==> src/rtl/fpc_pkg.sv <==
`timescale 1ns/1ps
package fpc_pkg;
  localparam int DATA_W   = 8;
  localparam int ADDR_W   = 3;
  localparam int NUM_BLK  = 2;
  localparam int SYNC_LEN = 2;

  // register addresses
  localparam int A_CTL1   = 0;
  localparam int A_CTL2   = 1;
  localparam int BLK_BASE = 2;
  localparam int A_RAME   = BLK_BASE + NUM_BLK;

  // bit positions
  localparam int P_POS      = 0;
  localparam int E_POS      = 1;
  localparam int SWE_POS    = 7;
  localparam int RAMSEL_POS = 3;

  typedef enum logic [1:0] {
    MODE_IDLE  = 2'd0,
    MODE_PROG  = 2'd1,
    MODE_ERASE = 2'd2
  } mode_e;

  typedef struct packed {
    logic wipeCtl;   // clear control and block-select registers
    logic wipeAll;   // also clear the RAM emulation register
    logic wrAllow;   // bus writes permitted
    logic modeP;     // program mode, for read-back
    logic modeE;     // erase mode, for read-back
  } strobe_t;
endpackage

==> src/rtl/fpc_rst_sync.sv <==
`timescale 1ns/1ps
module fpc_rst_sync #(
  parameter int STAGES = fpc_pkg::SYNC_LEN
) (
  input  logic clk,
  input  logic rstAsyncN,
  output logic rstN
);
  logic [STAGES-1:0] chain;

  always_ff @(posedge clk or negedge rstAsyncN) begin
    if (!rstAsyncN) chain <= '0;
    else            chain <= {chain[STAGES-2:0], 1'b1};
  end

  assign rstN = chain[STAGES-1];
endmodule

==> src/rtl/fpc_regfile.sv <==
`timescale 1ns/1ps
module fpc_regfile import fpc_pkg::*; #(
  parameter int DW  = DATA_W,
  parameter int AW  = ADDR_W,
  parameter int NBK = NUM_BLK
) (
  input  logic          clk,
  input  logic          rstN,
  input  strobe_t       stb,
  input  logic          busSel,
  input  logic          busWe,
  input  logic [AW-1:0] busAddr,
  input  logic [DW-1:0] busWdata,
  output logic [DW-1:0] busRdata,
  output logic          swEnable,
  output logic          ramSelect,
  output logic          blkAny,
  output logic          ctl1Wr,
  output logic          reqP,
  output logic          reqE,
  output logic          reqSwEn
);
  localparam logic [AW-1:0] ADDR_CTL1 = AW'(A_CTL1);
  localparam logic [AW-1:0] ADDR_CTL2 = AW'(A_CTL2);
  localparam logic [AW-1:0] ADDR_RAME = AW'(BLK_BASE + NBK);

  logic          wrHit;
  logic          swEnQ;
  logic [DW-1:0] ctl2Q;
  logic [DW-1:0] ramEmuQ;
  logic [NBK-1:0][DW-1:0] blkQ;

  assign wrHit = busSel && busWe && stb.wrAllow;

  always_ff @(posedge clk or negedge rstN) begin
    if (!rstN) begin
      swEnQ <= 1'b0;
      ctl2Q <= '0;
    end else if (stb.wipeCtl) begin
      swEnQ <= 1'b0;
      ctl2Q <= '0;
    end else if (wrHit) begin
      if (busAddr == ADDR_CTL1) swEnQ <= busWdata[SWE_POS];
      if (busAddr == ADDR_CTL2) ctl2Q <= busWdata;
    end
  end

  always_ff @(posedge clk or negedge rstN) begin
    if (!rstN) begin
      blkQ <= '0;
    end else if (stb.wipeCtl) begin
      blkQ <= '0;
    end else if (wrHit) begin
      for (int i = 0; i < NBK; i++) begin
        if (busAddr == AW'(BLK_BASE + i)) blkQ[i] <= busWdata;
      end
    end
  end

  always_ff @(posedge clk or negedge rstN) begin
    if (!rstN)                               ramEmuQ <= '0;
    else if (stb.wipeAll)                    ramEmuQ <= '0;
    else if (wrHit && busAddr == ADDR_RAME)  ramEmuQ <= busWdata;
  end

  always_comb begin
    blkAny = 1'b0;
    for (int i = 0; i < NBK; i++) blkAny = blkAny | (|blkQ[i]);
  end

  always_comb begin
    busRdata = '0;
    if (busSel) begin
      if (busAddr == ADDR_CTL1) begin
        busRdata[SWE_POS] = swEnQ;
        busRdata[P_POS]   = stb.modeP;
        busRdata[E_POS]   = stb.modeE;
      end
      if (busAddr == ADDR_CTL2) busRdata = ctl2Q;
      if (busAddr == ADDR_RAME) busRdata = ramEmuQ;
      for (int i = 0; i < NBK; i++) begin
        if (busAddr == AW'(BLK_BASE + i)) busRdata = blkQ[i];
      end
    end
  end

  assign swEnable  = swEnQ;
  assign ramSelect = ramEmuQ[RAMSEL_POS];
  assign ctl1Wr    = wrHit && (busAddr == ADDR_CTL1);
  assign reqP      = busWdata[P_POS];
  assign reqE      = busWdata[E_POS];
  assign reqSwEn   = busWdata[SWE_POS];
endmodule

==> src/rtl/fpc_mode_ctrl.sv <==
`timescale 1ns/1ps
module fpc_mode_ctrl import fpc_pkg::*; (
  input  logic    clk,
  input  logic    rstN,
  input  logic    wdtRst,
  input  logic    standbyReq,
  input  logic    wrEnPin,
  input  logic    errIn,
  input  logic    ctl1Wr,
  input  logic    reqP,
  input  logic    reqE,
  input  logic    reqSwEn,
  input  logic    swEnable,
  input  logic    ramSelect,
  input  logic    blkAny,
  output strobe_t stb,
  output logic    progActive,
  output logic    eraseActive,
  output logic    hwProt,
  output logic    swProt,
  output logic    errProt
);
  mode_e modeQ, modeD;
  logic  errQ;
  logic  progOk, eraseOk;

  assign hwProt = !wrEnPin || standbyReq || wdtRst;
  assign swProt = !swEnable || ramSelect;

  always_ff @(posedge clk or negedge rstN) begin
    if (!rstN)       errQ <= 1'b0;
    else if (wdtRst) errQ <= 1'b0;
    else if (errIn)  errQ <= 1'b1;
  end

  // acceptance of a request written to control 1 this cycle
  assign progOk  = reqP && !reqE && reqSwEn && !ramSelect;
  assign eraseOk = reqE && !reqP && reqSwEn && !ramSelect && blkAny;

  always_comb begin
    modeD = modeQ;
    if (ctl1Wr) begin
      if (progOk)       modeD = MODE_PROG;
      else if (eraseOk) modeD = MODE_ERASE;
      else              modeD = MODE_IDLE;
    end else begin
      if (swProt)                          modeD = MODE_IDLE;
      if (modeQ == MODE_ERASE && !blkAny)  modeD = MODE_IDLE;
    end
    if (hwProt || errQ || errIn) modeD = MODE_IDLE;
  end

  always_ff @(posedge clk or negedge rstN) begin
    if (!rstN) modeQ <= MODE_IDLE;
    else       modeQ <= modeD;
  end

  // outputs are vetoed at once by every live protection source
  assign progActive  = (modeQ == MODE_PROG)  && !hwProt && !swProt && !errQ;
  assign eraseActive = (modeQ == MODE_ERASE) && !hwProt && !swProt && !errQ && blkAny;
  assign errProt     = errQ;

  assign stb.wipeCtl = hwProt;
  assign stb.wipeAll = wdtRst;
  assign stb.wrAllow = !hwProt;
  assign stb.modeP   = (modeQ == MODE_PROG);
  assign stb.modeE   = (modeQ == MODE_ERASE);
endmodule

==> src/rtl/flash_prot_ctrl.sv <==
`timescale 1ns/1ps
module flash_prot_ctrl import fpc_pkg::*; (
  input  logic              clk,
  input  logic              rstExtN,
  input  logic              wdtRst,
  input  logic              standbyReq,
  input  logic              wrEnPin,
  input  logic              errIn,
  input  logic              busSel,
  input  logic              busWe,
  input  logic [ADDR_W-1:0] busAddr,
  input  logic [DATA_W-1:0] busWdata,
  output logic [DATA_W-1:0] busRdata,
  output logic              progActive,
  output logic              eraseActive,
  output logic              hwProt,
  output logic              swProt,
  output logic              errProt
);
  logic    rstN;
  strobe_t stb;
  logic    swEnable, ramSelect, blkAny;
  logic    ctl1Wr, reqP, reqE, reqSwEn;

  fpc_rst_sync #(.STAGES(SYNC_LEN)) u_sync (
    .clk(clk), .rstAsyncN(rstExtN), .rstN(rstN)
  );

  fpc_regfile #(.DW(DATA_W), .AW(ADDR_W), .NBK(NUM_BLK)) u_regs (
    .clk(clk), .rstN(rstN), .stb(stb),
    .busSel(busSel), .busWe(busWe), .busAddr(busAddr), .busWdata(busWdata),
    .busRdata(busRdata), .swEnable(swEnable), .ramSelect(ramSelect),
    .blkAny(blkAny), .ctl1Wr(ctl1Wr), .reqP(reqP), .reqE(reqE), .reqSwEn(reqSwEn)
  );

  fpc_mode_ctrl u_ctrl (
    .clk(clk), .rstN(rstN), .wdtRst(wdtRst), .standbyReq(standbyReq),
    .wrEnPin(wrEnPin), .errIn(errIn), .ctl1Wr(ctl1Wr), .reqP(reqP),
    .reqE(reqE), .reqSwEn(reqSwEn), .swEnable(swEnable), .ramSelect(ramSelect),
    .blkAny(blkAny), .stb(stb), .progActive(progActive),
    .eraseActive(eraseActive), .hwProt(hwProt), .swProt(swProt), .errProt(errProt)
  );
endmodule

==> config.mk <==
export PLATFORM = sky130hd
export DESIGN_NAME = flash_prot_ctrl
export DESIGN_NICKNAME = d
export VERILOG_FILES = /design/src/rtl/fpc_pkg.sv /design/src/rtl/fpc_rst_sync.sv /design/src/rtl/fpc_regfile.sv /design/src/rtl/fpc_mode_ctrl.sv /design/src/rtl/flash_prot_ctrl.sv
export SDC_FILE = /design/constraint.sdc
export NUM_CORES = 1
export LEC_CHECK = 0
export BUFFER_PORTS_ARGS = -buffer_cell sky130_fd_sc_hd__buf_4
export CAP_MARGIN = 10
export CORE_UTILIZATION = 31
export CTS_CLUSTER_SIZE = 28
export DETAILED_ROUTE_END_ITERATION = 12
export GPL_TIMING_DRIVEN = 0
export HOLD_SLACK_MARGIN = 0.03
export PLACE_DENSITY = 0.45
export SYNTH_ARGS = -nofsm -noshare
export SYNTH_HDL_FRONTEND = slang
export SYNTH_HIERARCHICAL = 1
export SYNTH_SLANG_ARGS = --single-unit
==> constraint.sdc <==
create_clock -name clk -period 2.6 [get_ports clk]
set_input_delay 0.39 -clock clk [delete_from_list [all_inputs] [get_ports clk]]
set_output_delay 0.39 -clock clk [all_outputs]
set_load 0.02 [all_outputs]
==> metrics.yaml, run 1 <==
clock_tree:
  insertion_delay_ns: 0.29
  clock_path_buffers: 2
  cts_inserted_buffers: 5
  cts-resized-gates: 0
  cts_tree: "built"
  cts.clk_slew.worst_paths_ns: 0.08
  cts_root_buf: "clkbuf_8"
  clkSinkCount: 38
  cts-htree-levels: 2
  cts_setup_buffers: 0
logic_synthesis:
  yosys_warnings: 6
  synth_flop_cell: "dfrtp_1"
  netlist_top_cells_count: "dfrtp_1 (38), nand2b_1 (35), o21ai_0 (27)"
  async_reset_ff_frac: 1.00
  synth-edff-count: 0
  synth_cell_types: 41
  ys_seq_elements: 38
  synth_cells: 243
  syn_area_per_cell_sq_um: 9.70
  synth_top_area_frac: 0.403
  syn-num-nets: 262
  synthTopCellsByArea: "dfrtp_1 (40%), nand2b_1 (9.3%), mux2i_1 (8.9%), o21ai_0 (5.7%), buf_4 (3.2%)"
  syn_area_sq_mm: 0.00236
  synth_top_area_cell: "dfrtp_1"
  ys_seq_area_frac: 0.403
  post-synth-top-count-cell: "dfrtp_1"
global_route:
  antenna_found_initial: 0
  grt-ovfl-total: 0
  grt_max_degree: 37
  grt_pass1_wl_mm: 10.7
  grt_pass1_vias: 1831
  track_usage: 0.186
place:
  dp_hpwl_mm: 4.97
  finalWeightedCongestion: 0.787
  io_buffers: 31
  pre_cts_slack_ns: 0.145
pwr:
  peakVddDrop_uv: 246
  p_leak_nw: 1.17
  p_per_area_mw_per_mm2: 418
sta:
  hold_viol_final: 0
  tns_ns: 0
  fmax_ghz: 0.463
  fin_crit_ns: 2.16
  fin_hold_ws_ns: 0.262
  rsz0062_at_grt: "no"
  worst_pin_slew_ns: 0.848
  setup-violations-final: 0
  maxSlewHeadroom: 0.435
  setup_ws_ns: 0.441
  report.final.slew_viol_count: 0
  min_period_over_period: 0.830
  skew_ns: 0.00978
drt:
  wl_per_cell_um: 17.8
  vias: 1883
  drc: 0
  ant_nets: 0
  drt_iter0_drc: 101
  vias_per_cell: 4.94
  first_pass_iters: 4
  routed_wirelength_mm: 6.78
worst_setup_path:
  crit_arrival_ns: 1.77
  worstRegToRegCells: 5
  r2r_setup_slack_ns: 1.02
  worstSetupStartpointType: "register"
  worstSetupEndpointType: "primary output"
  crit_fanout: 3
  critPathKind: "register to primary output"
  critPathRequiredTime_ns: 2.21
min_path:
  hold_path_class: "input port to register"
  whs_path_depth: 2
finish:
  diodes: 0
  drive_gt1_frac: 0.238
  syn2layout_area_growth_pct: 19.3
  fin_nets: 301
die:
  core_sq_mm: 0.00729
  dieArea_sq_mm: 0.00796
  io_pins: 32
  die_w_um: 89.2
  die_h_um: 89.2
  rows: 31
  initial_utilization: 0.323
status:
  outcome: "completed"
job:
  maxCapViolCount: 0
kinds of logic after synthesis:
logic type | after synthesis | synth area share
flip-flops | 38 | 0.403
buffers and inverters | 26 | 0.0738
other | 1 | 0.00159
AO/OA/AOI/OAI | 58 | 0.142
multiplexers | 24 | 0.104
AND/OR/NAND/NOR | 96 | 0.275
critical path, cell delays in order, from the launching register on:
cell	delay, ns
dfrtp_1	0.41
nor4_1	0.42
nand4_1	0.27
nand2_1	0.17
nor4_2	0.05
buf_4	0.16
metal layers:
layer / up-vias / wire length [um] / global-route usage
met2: 34 / 3020 / 0.275
met4: 0 / 65 / 0.0606
met5: - / 0 / 0
met3: 4 / 187 / 0.0295
met1: 913 / 3500 / 0.275
li1: 932 / - / -
cell type report:
| class | instances | area, sq um |
|---|---|---|
| Buffer | 23 | 163 |
| Clock buffer | 7 | 86.3 |
| Fill cell | 774 | 4480 |
| Inverter | 3 | 11.3 |
| Multi-Input combinational cell | 179 | 1230 |
| Sequential cell | 38 | 952 |
| Tap cell | 99 | 124 |
| Timing Repair Buffer | 32 | 243 |
registers in the layout, summed over array words and instances, names as in the netlist:
signal,count
u_regs/blkQ,16
u_regs/ctl2Q,8
u_regs/ramEmuQ,8
u_ctrl/modeQ,2
u_sync/chain,2
u_ctrl/errProt,1
u_regs/swEnable,1
cell usage in the layout, fill, tap and decap left out, drive strengths merged, types with 2 or more instances in the layout:
cell | Yosys | layout
buf | 16 | 47
dfrtp | 38 | 38
nand2b | 35 | 35
o21ai | 31 | 31
mux2i | 21 | 21
clkbuf | 7 | 14
a21oi | 12 | 12
nand2 | 11 | 11
nor2b | 10 | 10
nand3 | 8 | 8
nor2 | 7 | 7
nor4 | 5 | 5
a31oi | 4 | 4
o2bb2ai | 4 | 4
and3 | 4 | 4
inv | 3 | 3
a32oi | 3 | 3
mux2 | 3 | 3
nor3 | 3 | 3
nor3b | 3 | 3
or3b | 2 | 2
nand3b | 2 | 2
nand4 | 2 | 2
through the flow:
stage	cells	total power [mW]	cell area, sq um	util
finish	381	1.18	2810	0.386
global route	381	1.23	2810	0.386
global placement	373	0.768	2710	0.372
detailed placement	373	0.767	2720	0.372
floorplan	243	0.696	2360	-
CTS	381	1.19	2810	0.386
power breakdown:
group / internal (mW) / total, mW / switching, mW
Clock: 0.211 / 0.421 / 0.210
Combinational: 0.0640 / 0.148 / 0.0839
Sequential: 0.593 / 0.608 / 0.0141
Total: 0.868 / 1.18 / 0.308
path summary, 6_finish.rpt:
path                              endpoint             from
setup reg to reg           u_ctrl/modeQ[1]   u_regs/blkQ[5]
min in group asynchronous   u_ctrl/errProt  u_sync/chain[1]
max in group asynchronous  u_regs/ctl2Q[6]  u_sync/chain[1]
setup / recovery               eraseActive   u_regs/blkQ[5]
hold reg to reg            u_sync/chain[1]  u_sync/chain[0]
hold / removal              u_ctrl/errProt           wdtRst
repair_timing:
item	4_1_cts	5_1_grt
endpoints found under the setup margin	0	0
endpoints found under the hold margin	2	0
hold buffers	1	0
(Power assumes the default switching activity.)
==> run 2: changes to the inputs <==
--- a/config.mk
+++ b/config.mk
@@ -12,7 +12,7 @@
 export DETAILED_ROUTE_END_ITERATION = 12
 export GPL_TIMING_DRIVEN = 0
 export HOLD_SLACK_MARGIN = 0.03
-export PLACE_DENSITY = 0.45
+export PLACE_DENSITY = 0.47
 export SYNTH_ARGS = -nofsm -noshare
 export SYNTH_HDL_FRONTEND = slang
 export SYNTH_HIERARCHICAL = 1
==> constraint.sdc (replaced) <==
create_clock -name clk -period 1.75 [get_ports clk]
set_input_delay 0.2625 -clock clk [delete_from_list [all_inputs] [get_ports clk]]
set_output_delay 0.2625 -clock clk [all_outputs]
set_load 0.02 [all_outputs]
==> run 2 against run 1 <==
  * The run now ends with negative setup slack left
  * Worst setup slack got worse by 0.50 ns
  * Die area unchanged
  * Global-route usage grew 0.084 points
  * Design area increased by 7.5%
  * Register-to-register slack lost 0.91 ns
  * Critical path type unchanged
  * Largest power group unchanged
  * Highest routed layer unchanged
==> metrics.yaml, run 2 (synthesis gave the netlist of run 1 again) <==
status:
  outcome: "complete, but fails checks"  # was completed
  violations: "negative setup slack"
place:
  finalWeightedCongestion: 0.783  # was 0.787
  dpl-instance-area_sq_mm: 0.00272  # about the same
  io_buffers: 31  # unchanged
  pre_cts_slack_ns: -0.313  # was 0.145 ns
  dp_hpwl_mm: 5.02  # was 4.97 mm
  dp_cells: 373  # unchanged
sta:
  tns_ns: -0.0936  # was 0 ns
  hold_viol_final: 0  # unchanged
  min_period_over_period: 1.03
  fmax_ghz: 0.554
  fin_crit_ns: 1.81
  skew_ns: 0.00696  # was 0.00978 ns
  setup-violations-final: 3  # was 0
  worst_pin_slew_ns: 0.837  # was 0.848 ns
  report.final.slew_viol_count: 0  # unchanged
  fin_hold_ws_ns: 0.212  # was 0.262 ns
  setup_ws_ns: -0.0562  # was 0.441 ns
  rsz0062_at_grt: "yes"  # was no
  maxSlewHeadroom: 0.442  # was 0.435
global_route:
  antenna_found_initial: 0  # unchanged
  grt_max_degree: 37  # unchanged
  grt-ovfl-total: 0  # unchanged
  grt_pass1_wl_mm: 10.7  # about the same
  track_usage: 0.187  # was 0.186
  grt_pass1_vias: 1963  # was 1831
finish:
  drive_gt1_frac: 0.323  # was 0.238
  final_common_cell: "buf_4"  # unchanged
  reg.largest.list: "u_regs/blkQ x16, u_regs/ctl2Q x8, u_regs/ramEmuQ x8"  # unchanged
  largest_register: "u_regs/blkQ"  # unchanged
  stdcell_count: 396  # was 381
  final_util: 0.414  # was 0.386
  diodes: 0  # unchanged
  final_area_sq_mm: 0.00302  # was 0.00281 sq mm
  final_cell_mix: "buf_4 (52), dfrtp_1 (37), nand2b_1 (35), o21ai_0 (25), mux2i_1 (21)"  # was buf_4 (41), dfrtp_1 (37), nand2b_1 (35), o21ai_0 (27), mux2i_1 (21)
  largest_register_ffs: 16  # unchanged
  syn2layout_area_growth_pct: 28.2  # was 19.3%
  fin_nets: 315  # was 301
die:
  io_pins: 32  # unchanged
  die_w_um: 89.2  # unchanged
  die_h_um: 89.2  # unchanged
  initial_utilization: 0.323  # unchanged
  dieArea_sq_mm: 0.00796  # unchanged
  core_sq_mm: 0.00729  # unchanged
  rows: 31  # unchanged
worst_setup_path:
  critPathKind: "register to primary output"  # unchanged
  r2r_setup_slack_ns: 0.11  # was 1.02 ns
  crit_arrival_ns: 1.54  # was 1.77 ns
  crit_fanout: 3  # unchanged
  worstSetupEndpointType: "primary output"  # unchanged
  r2r-start: "u_regs/blkQ[3]"  # was u_regs/blkQ[5]
  worstRegToRegCells: 7  # was 5
  critPathRequiredTime_ns: 1.49  # was 2.21 ns
  r2r-end: "u_ctrl/modeQ[1]"  # unchanged
  worstSetupStartpointType: "register"  # unchanged
clock_tree:
  cts-htree-levels: 2  # unchanged
  cts.clk_slew.worst_paths_ns: 0.08  # about the same
  cts_tree: "built"  # unchanged
  insertion_delay_ns: 0.29  # about the same
  clkSinkCount: 38  # unchanged
  clock_path_buffers: 2  # unchanged
  cts_root_buf: "clkbuf_8"  # unchanged
  cts_inserted_buffers: 5  # unchanged
pwr:
  p_leak_nw: 1.27  # was 1.17 nW
  power.internal_mw: 1.31  # was 0.868 mW
  p_sw_frac: 0.266  # was 0.262
  p_per_area_mw_per_mm2: 591  # was 418 mW/mm^2
  power_frac_comb: 0.136  # was 0.126
  power.switching_mw: 0.474  # was 0.308 mW
  power_mw: 1.79  # was 1.18 mW
  sequentialPowerShare: 0.505  # was 0.516
  peakVddDrop_uv: 317  # was 246 uV
  clkPwrFrac: 0.359  # was 0.358
drt:
  routed_wirelength_mm: 6.87  # was 6.78 mm
  vias: 1964  # was 1883
  ant_nets: 0  # unchanged
  vias_per_cell: 4.96  # was 4.94
  first_pass_iters: 4  # unchanged
  wl_per_cell_um: 17.4  # was 17.8 um
  drc: 0  # unchanged
  drt_iter0_drc: 84  # was 101
min_path:
  hp-start: "wdtRst"  # unchanged
  hold_path_class: "input port to register"  # unchanged
  min_to: "u_ctrl/errProt"  # unchanged
  whs_path_depth: 3  # was 2
job:
  maxCapViolCount: 0  # unchanged
run 2: worst max-delay path, cell delays in order, from the launching register on:
cell and delay, ns:
dfrtp_1 0.42, nor4_4 0.30, nand4_1 0.19, nand2_1 0.13, nor4_2 0.05, buf_4 0.17
run 2: power by group through the flow:
stage | Sequential [mW] | Combinational, mW | Clock, mW
floorplan | 0.917 | 0.119 | 0
global placement | 0.922 | 0.220 | 0
detailed placement | 0.923 | 0.219 | 0
CTS | 0.905 | 0.227 | 0.672
global route | 0.907 | 0.259 | 0.695
finish | 0.903 | 0.242 | 0.641
run 2: area by class of cell:
| class | instances | area, sq um |
|---|---|---|
| plain buffers | 23 | 176 |
| multi-input cells | 179 | 1290 |
| flip-flops and latches | 38 | 952 |
| clock inverters | 1 | 5.00 |
| well taps | 99 | 124 |
| inverters | 3 | 16.3 |
| clock buffers | 7 | 86.3 |
| repair buffers | 46 | 368 |
| fillers | 797 | 4270 |
run 2: timing repair:
item | in CTS | in global routing
endpoints found under the setup margin | 6 | 7
hold endpoints to repair | 2 | 0
resized for setup | 3 | 21
pin swaps | 3 | 12
buffers inserted | 2 | 12
hold buffers | 1 | 0
cloned | 0 | 0
run 2: how the worst max path moves through the flow:
stage / from / to / slack [ns] / cells after the start
after detailed placement: standbyReq / u_ctrl/modeQ[1] / -0.31 / 10
final: u_regs/blkQ[3] / eraseActive / -0.06 / 5
after global placement: wdtRst / u_ctrl/modeQ[1] / -0.32 / 10
after global routing: u_regs/blkQ[11] / eraseActive / -0.15 / 5
after floorplan: standbyReq / u_ctrl/modeQ[1] / -0.05 / 9
after CTS: u_regs/blkQ[3] / eraseActive / -0.08 / 5
run 2: layer usage:
layer / track usage / routed length [um] / vias up
met2: 0.316 / 3260 / 46
met5: 0 / 0 / -
met4: 0.0563 / 120 / 0
li1: - / - / 964
met1: 0.244 / 3230 / 945
met3: 0.0314 / 264 / 9
==> run 3: changes to the inputs <==
--- a/config.mk
+++ b/config.mk
@@ -12,7 +12,7 @@
 export DETAILED_ROUTE_END_ITERATION = 12
 export GPL_TIMING_DRIVEN = 0
 export HOLD_SLACK_MARGIN = 0.03
-export PLACE_DENSITY = 0.47
+export PLACE_DENSITY = 0.45
 export SYNTH_ARGS = -nofsm -noshare
 export SYNTH_HDL_FRONTEND = slang
 export SYNTH_HIERARCHICAL = 1
==> constraint.sdc (replaced) <==
create_clock -name clk -period 2 [get_ports clk]
set_input_delay 0.3 -clock clk [delete_from_list [all_inputs] [get_ports clk]]
set_output_delay 0.3 -clock clk [all_outputs]
set_load 0.02 [all_outputs]
==> run 3 against run 2 <==
  * The flow now finishes without violations
  * Design area decreased by 5.1%
  * Flip-flop and latch count unchanged
  * Power fell by 14%
  * Worst setup slack better by 0.088 ns
  * Sequential share of layout area is 1.7 points higher
  * Die area is the same
  * Non-clock buffer count is 11 lower
  * Critical path type unchanged
  * Critical endpoint unchanged
  * Largest cell class unchanged
  * Largest power group unchanged
  * Highest routed layer unchanged
==> metrics.yaml, run 3 (synthesis gave the netlist of run 1 again) <==
global_route:
  grt_pass1_wl_mm: 10.7  # about the same
  track_usage: 0.186  # was 0.187
  grt-ovfl-total: 0  # unchanged
  grt_max_degree: 37  # unchanged
  grt_pass1_vias: 1841  # was 1963
  antenna_found_initial: 0  # unchanged
finish:
  largest_register: "u_regs/blkQ"  # unchanged
  multi_input_area_sq_mm: 0.00126  # was 0.00129 sq mm
  diodes: 0  # unchanged
  fillers: 773  # was 797
  syn2layout_area_growth_pct: 21.6  # was 28.2%
  final_common_cell: "buf_4"  # unchanged
  seq_area_sq_um: 952  # unchanged
  drive_gt1_frac: 0.256  # was 0.323
  largest_register_ffs: 16  # unchanged
  final_cell_mix: "buf_4 (44), dfrtp_1 (37), nand2b_1 (35), o21ai_0 (27), mux2i_1 (21)"  # was buf_4 (52), dfrtp_1 (37), nand2b_1 (35), o21ai_0 (25), mux2i_1 (21)
  reg.largest.list: "u_regs/blkQ x16, u_regs/ctl2Q x8, u_regs/ramEmuQ x8"  # unchanged
  fin_nets: 304  # was 315
sta:
  worst_pin_slew_ns: 0.845  # was 0.837 ns
  maxSlewHeadroom: 0.436  # was 0.442
  min_period_over_period: 0.984
  report.final.slew_viol_count: 0  # unchanged
  fmax_ghz: 0.508
  setup-violations-final: 0  # was 3
  setup_ws_ns: 0.0319  # was -0.0562 ns
  skew_ns: 0.00850  # was 0.00696 ns
  fin_crit_ns: 1.97
  hold_viol_final: 0  # unchanged
clock_tree:
  cts_inserted_buffers: 5  # unchanged
  clock_path_buffers: 2  # unchanged
  cts_tree: "built"  # unchanged
  cts_root_buf: "clkbuf_8"  # unchanged
  cts-htree-levels: 2  # unchanged
  clkSinkCount: 38  # unchanged
  cts.clk_slew.worst_paths_ns: 0.08  # about the same
  insertion_delay_ns: 0.29  # about the same
die:
  io_pins: 32  # unchanged
  die_h_um: 89.2  # unchanged
  rows: 31  # unchanged
  dieArea_sq_mm: 0.00796  # unchanged
  core_sq_mm: 0.00729  # unchanged
  die_w_um: 89.2  # unchanged
  initial_utilization: 0.323  # unchanged
worst_setup_path:
  worst_path_max_delay_cell: "dfrtp_1"  # unchanged
  critPathKind: "register to primary output"  # unchanged
  worstSetupEndpointType: "primary output"  # unchanged
  path_delay_family: "simple AND/OR/NAND/NOR gates"  # unchanged
  cp.depth: 5  # unchanged
  worstRegToRegCells: 6  # was 7
  crit_path_cell_trace: "nor4_1 -> nand4_1 -> nand2_1 -> nor4_2 -> buf_4"  # was nor4_4 -> nand4_1 -> nand2_1 -> nor4_2 -> buf_4
  critPathRequiredTime_ns: 1.70  # was 1.49 ns
  worstSetupStartpointType: "register"  # unchanged
  path_buf_inv: 1  # unchanged
  crit_fanout: 3  # unchanged
  crit_arrival_ns: 1.67  # was 1.54 ns
  slowest_delay_ns: 0.41  # was 0.42 ns
pwr:
  p_per_area_mw_per_mm2: 535  # was 591 mW/mm^2
  p_leak_nw: 1.19  # was 1.27 nW
  power_mw: 1.53  # was 1.79 mW
  peakVddDrop_uv: 321  # was 317 uV
drt:
  drt_iter0_drc: 91  # was 84
  first_pass_iters: 4  # unchanged
  ant_nets: 0  # unchanged
  vias: 1934  # was 1964
  drc: 0  # unchanged
  vias_per_cell: 5.04  # was 4.96
  routed_wirelength_mm: 6.83  # was 6.87 mm
  wl_per_cell_um: 17.8  # was 17.4 um
min_path:
  whs_path_depth: 2  # was 3
  hold_path_class: "input port to register"  # unchanged
place:
  dp_hpwl_mm: 4.97  # was 5.02 mm
  finalWeightedCongestion: 0.787  # was 0.783
  io_buffers: 31  # unchanged
  pre_cts_slack_ns: -0.365  # was -0.313 ns
status:
  outcome: "completed"  # was complete, but fails checks
job:
  maxCapViolCount: 0  # unchanged
==> run 3: timing repair <==
| action | CTS | global route |
|---|---|---|
| resized for setup | 2 | 3 |
| setup buffers | 0 | 3 |
| endpoints found under the hold margin | 2 | 0 |
| hold buffers | 1 | 0 |
| setup endpoints to repair | 2 | 2 |
| pin swaps | 0 | 3 |
==> run 3: final timing paths <==
path,from,end,slack [ns]
max,u_regs/blkQ[6],eraseActive,0.03
min,wdtRst,u_ctrl/errProt,0.17
max reg2reg,u_regs/blkQ[6],u_ctrl/modeQ[1],0.35
min reg2reg,u_sync/chain[0],u_sync/chain[1],0.36
max in group asynchronous,u_sync/chain[1],u_regs/ctl2Q[6],1.08
min in group asynchronous,rstExtN,u_sync/chain[1],0.32
==> run 3: routing by layer <==
layer | track usage | up-vias | wire length, um
met2 | 0.277 | 43 | 3020
met3 | 0.0295 | 8 | 219
li1 | - | 934 | -
met5 | 0 | - | 0
met1 | 0.276 | 949 | 3480
met4 | 0.0606 | 0 | 111
==> run 3: layout make-up <==
class,count,area share
Sequential cell,38,0.332
Multi-Input combinational cell,179,0.440
Timing Repair Buffer,35,0.0925
Tap cell,99,0.0432
Clock buffer,7,0.0301
Inverter,3,0.00524
Buffer,23,0.0567
==> run 3: worst reg2reg max path, stage by stage, from the launching register on <==
cell     delay [ns]
dfrtp_1        0.41
nor4_1         0.37
nand4_1        0.24
buf_4          0.20
nor2_1         0.11
o32ai_2        0.08
o211a_1        0.13
==> run 3: power by group <==
group          switching (mW)  internal [mW]  total, mW
logic                   0.111         0.0846      0.196
clock network           0.275          0.274      0.549
registers              0.0183          0.772      0.790
==> run 3: metrics by stage <==
stage          cell area, sq um  hold WS, ns  TNS (ns)  std cells   util
4_1_cts                    2820        0.162         0        381  0.387
3_3_place_gp               2710       0.0836     -1.08        373  0.372
2_1_floorplan              2360      0.00441         0        243      -
6_report                   2870        0.172         0        384  0.393
3_5_place_dp               2720       0.0827     -1.05        373  0.372
5_1_grt                    2870        0.163   -0.0190        384  0.393
